`src/rtl/tmr_ser_irq_flags.sv`:
```
module tmr_ser_irq_flags #(
  parameter int SYNC_LEN = 2
) (
  input  logic       clk,
  input  logic       rst_n,
  input  logic       ovf_evt,
  input  logic       cap_pin,
  input  logic       updown_mode,
  input  logic       txdone_evt,
  input  logic       rxdone_evt,
  input  logic       tmr_ack,
  input  logic       ser_ack,
  input  logic       wr_tctl,
  input  logic       wr_sctl,
  input  logic [7:0] wdata,
  output logic [7:0] tctl_q,
  output logic [7:0] sctl_q,
  output logic       tmr_irq,
  output logic       ser_irq
);
  localparam int B_OVF = 7;
  localparam int B_EXT = 6;
  localparam int B_RXC = 5;
  localparam int B_TXC = 4;
  localparam int B_EEN = 3;
  localparam int B_TXF = 1;
  localparam int B_RXF = 0;

  logic [SYNC_LEN:0] pin_sh;
  logic              pin_fall;
  logic              ovf_set, ext_set;
  logic [7:0]        tctl_d, sctl_d;
  logic              unused_ack;

  assign unused_ack = tmr_ack ^ ser_ack;

  always_ff @(posedge clk) begin
    if (!rst_n) pin_sh <= '0;
    else        pin_sh <= {pin_sh[SYNC_LEN-1:0], cap_pin};
  end

  assign pin_fall = pin_sh[SYNC_LEN] & ~pin_sh[SYNC_LEN-1];
  assign ovf_set  = ovf_evt & ~(tctl_q[B_RXC] | tctl_q[B_TXC]);
  assign ext_set  = pin_fall & tctl_q[B_EEN];

  always_comb begin
    tctl_d = wr_tctl ? wdata : tctl_q;
    sctl_d = wr_sctl ? wdata : sctl_q;
    if (ovf_set)    tctl_d[B_OVF] = 1'b1;
    if (ext_set)    tctl_d[B_EXT] = 1'b1;
    if (txdone_evt) sctl_d[B_TXF] = 1'b1;
    if (rxdone_evt) sctl_d[B_RXF] = 1'b1;
  end

  always_ff @(posedge clk) begin
    if (!rst_n) begin
      tctl_q <= 8'h00;
      sctl_q <= 8'h00;
    end else begin
      tctl_q <= tctl_d;
      sctl_q <= sctl_d;
    end
  end

  assign tmr_irq = tctl_q[B_OVF] | (tctl_q[B_EXT] & ~updown_mode);
  assign ser_irq = sctl_q[B_TXF] | sctl_q[B_RXF];
endmodule


```
`config.mk`:
```
export PLATFORM = sky130hd
export DESIGN_NAME = tmr_ser_irq_flags
export DESIGN_NICKNAME = d
export VERILOG_FILES = /design/src/rtl/tmr_ser_irq_flags.sv
export SDC_FILE = /design/constraint.sdc
export NUM_CORES = 1
export LEC_CHECK = 0
export ABC_AREA = 1
export CAP_MARGIN = 10
export CORE_MARGIN = 5
export CORE_UTILIZATION = 35
export CTS_CLUSTER_DIAMETER = 200
export DETAILED_ROUTE_END_ITERATION = 6
export PLACE_DENSITY = 0.85
export SLEW_MARGIN = 5
export SYNTH_ARGS = -nofsm -noshare
export SYNTH_HDL_FRONTEND = slang
export SYNTH_SLANG_ARGS = --single-unit
```
`constraint.sdc`:
```
create_clock -name clk -period 1.1 [get_ports clk]
set_clock_uncertainty 0.05 [all_clocks]
set_input_delay 0.33 -clock clk [delete_from_list [all_inputs] [get_ports clk]]
set_output_delay 0.33 -clock clk [all_outputs]
set_load 0.02 [all_outputs]
```
# == After elaboration in Yosys (flattened, before gate mapping) ==
# Cells that the tools add are included.
# totals
wordCells,27
out_inout_bits,18
regBits,19
# op_classes
bitwise_logic,10
n_reduce_logical,4
mux,6
# ops
op,count
two-way mux 8 bit,1
nonzero test 2 bit,4
AND 1 bit,4
two-way mux 1 bit,4
inverter 1 bit,3
OR 1 bit,3
two-way mux 2 bit,1

# == Logic depth before layout (Yosys ltp) ==
# depth
word_depth,4
depth_mapped,4

# == Worst setup path before layout ==
# Ideal clock, no wire load.
# synth_timing
path_type,register -> output
startpoint,register tctl_q[6]
endpoint,output port tmr_irq
required_time_ns,0.720
stages_incl_launch_ff,3
path_buffers,0
arrival_time_ns,0.980
setup_slack_ns,-0.260
cell_sequence,dfxtp_1 inv_1 o21ai_0
# synth_between
elab_chain_cells,2
# synth_rtl
element,line_no,text
from (decl),16,"output logic [7:0] tctl_q,"
from (signal assigned),60,tctl_q <= tctl_d;
AND 1 bit,65,assign tmr_irq = tctl_q[B_OVF] | (tctl_q[B_EXT] & ~updown_mode);
OR 1 bit,65,
to (decl),18,"output logic tmr_irq,"
# Every way passes these cells.

# == Worst setup path in the final report ==
# layout_timing
startpoint,register sctl_q[0]
endpoint,output port ser_irq
# layout_between
elab_chain_cells,1
# layout_rtl
element,line_no,text
from (decl),17,"output logic [7:0] sctl_q,"
from (signal assigned),61,sctl_q <= sctl_d;
OR 1 bit,66,assign ser_irq = sctl_q[B_TXF] | sctl_q[B_RXF];
to (decl),19,output logic ser_irq
# Every way passes these cells.

==> flow_summary.toml <==
[floorplanning]
die_height_um = 53.9
start_util_pct = 37.8
die_w_um = 53.9
rows = 15
coreArea_sq_mm = 0.00178
io_pins = 37
dieArea_sq_mm = 0.00290

[setup_path]
r2r_cells = 6
crit_type = "register to output pin"
crit_fanout = 2
critical-path-max-stage-delay_ns = 0.33
r2r_slack_ns = 0.10
crit_chain = "or2_4 > buf_6"
crit_slowest_cell = "dfxtp_2"
arrival_ns = 0.99
r2r-start = "tctl_q[6]"
r2r-end = "tctl_q[6]"
start_kind = "register"
required_ns = 0.72
worstSetupEndpointType = "output pin"

[global_routing]
first_global_vias = 704
grt_overflow = 0
grt_max_degree = 16
antenna_found_initial = 0
grt_use_total_pct = 15.5
grt_pass1_wl_um = 3170

[route]
final_antenna_net_count = 0
drt_iter0_markers = 9
first_pass_iters = 4
wl_per_cell_um = 12.3
wl_um = 2010
num_vias = 749
vias_per_cell = 4.60
drc = 0

[clock_network]
cts_root_buf = "clkbuf_4"
tritoncts = "done"
cts_buffers = 3
clockBufferDepth = 2
htree_num_levels = 1
clk_latency_ns = 0.30
clkSinkCount = 19
clk_pin_slew_ns = 0.11

[layout]
drive_above_1_share_pct = 40.6
final_cell_mix = "nor2_1, buf_6, dfxtp_2"
layout_commonest_cell = "nor2_1"
area_delta_synth_final_pct = 82.2
n_fill_cell = 121
final_nets = 158
antenna_cells = 0
ff_latch_area_sq_um = 400
multi_input_area_sq_um = 254
final_cell_area_sq_mm = 0.00123

[timing]
setup_viol = 18
setup_tns_ns = -1.39
hold_violations = 0
rsz0062_at_grt = "true"
holdWs_ns = 0.373
min_period_ns = 1.37
period_share_pct = 125
fin_ws_ns = -0.271
final-max-slew-violation-count = 0
fmax_mhz = 730
tightest_slew_ns = 0.181
slew_headroom_pct = 87.9

[min_path]
hp-class = "register to register"
min-delay-start = "pin_sh[0]"
holdPathStages = 2
min_to = "pin_sh[1]"

[status]
status = "finished with violations"
violations = "setup timing"

[placement]
dp_hpwl_um = 1500
place_area_sq_mm = 0.00113
portBuffers = 34
gp_congestion = 0.738

[synth]
synth.distinct_cells = 11
ys_ff_latch = 19
synth_nets = 107
ys_seq_area_share_pct = 56.4
yosysWarnings = 0
syn_inst = 88
avgSynthCellArea_sq_um = 7.66
syn-cell-area_sq_um = 674

[power_and_ir_drop]
power_density_mw_per_mm2 = 1240
power.leakage_nw = 0.592
irDropWorstVdd_mv = 0.808
total_power_w = 0.00152

[flow_run]
drv_cap = 0
[state kept, by name, indices dropped and copies added (netlist names)]
name,cells
sctl_q,8
tctl_q,8
pin_sh,3
[metal layers]
layer	vias to the layer above	share of wire [%]	global-route usage, %
met5	-	0	0
met4	0	1.1	7.66
met2	32	48	26.6
met1	338	41	16.8
li1	375	-	-
met3	4	10	5.54
[final cells by class]
type | count | share of cell area, %
Timing Repair Buffer | 48 | 38.6
Multi-Input combinational cell | 56 | 20.7
Clock inverter | 1 | 0.407
Tap cell | 25 | 2.55
Clock buffer | 3 | 1.83
Inverter | 11 | 3.36
Sequential cell | 19 | 32.6
[logic make-up after synthesis]
group | after synthesis | synth area share (%)
compound gates | 21 | 15.6
simple gates | 35 | 20.0
buf+inv | 13 | 7.98
flops | 19 | 56.4
[stage by stage]
| step | utilization (%) | setup WS, ns | instances |
|---|---|---|---|
| final | 68.9 | -0.271 | 163 |
| after global routing | 68.9 | -0.305 | 163 |
| after CTS | 67.6 | -0.275 | 161 |
| after detailed placement | 63.4 | -0.814 | 156 |
| after global placement | 63.4 | -0.810 | 156 |
| after floorplan | - | -0.000511 | 88 |
[worst max path at each step]
stage / from / to / slack [ns] / cells after the start
5_1_grt: sctl_q[0] / ser_irq / -0.30 / 2
3_3_place_gp: updown_mode / tmr_irq / -0.81 / 3
2_1_floorplan: tctl_q[6] / tmr_irq / -0.0005 / 2
4_1_cts: sctl_q[0] / ser_irq / -0.28 / 2
3_5_place_dp: updown_mode / tmr_irq / -0.81 / 3
6_report: sctl_q[0] / ser_irq / -0.27 / 2
[synth_stat cells, drive strengths merged]
cell,number,area [sq um]
a21oi,8,40.0
buf,2,12.5
dfxtp,19,380
inv,11,41.3
nand2,12,45.0
nand3,1,5.00
nor2,21,78.8
o21ai,13,65.1
or2,1,6.26
[power breakdown]
group          total, W  switching (W)  internal [W]
clock network  0.000355       0.000219      0.000136
logic          0.000392       0.000176      0.000216
registers      0.000772      0.0000295      0.000743
total           0.00152       0.000424       0.00109
[critical path, delay by kind of cell, from the launching register on]
kind	cells	cell delay, ns
flip-flops	1	0.33
AND/OR/NAND/NOR	1	0.24
buffers and inverters	1	0.13
[what timing repair did]
action | 4_1_cts | 5_1_grt
setup endpoints to repair | 18 | 21
resized for setup | 126 | 4
setup buffers | 1 | 2
hold buffers | 0 | 0
Power figures use the tool's default switching activity.
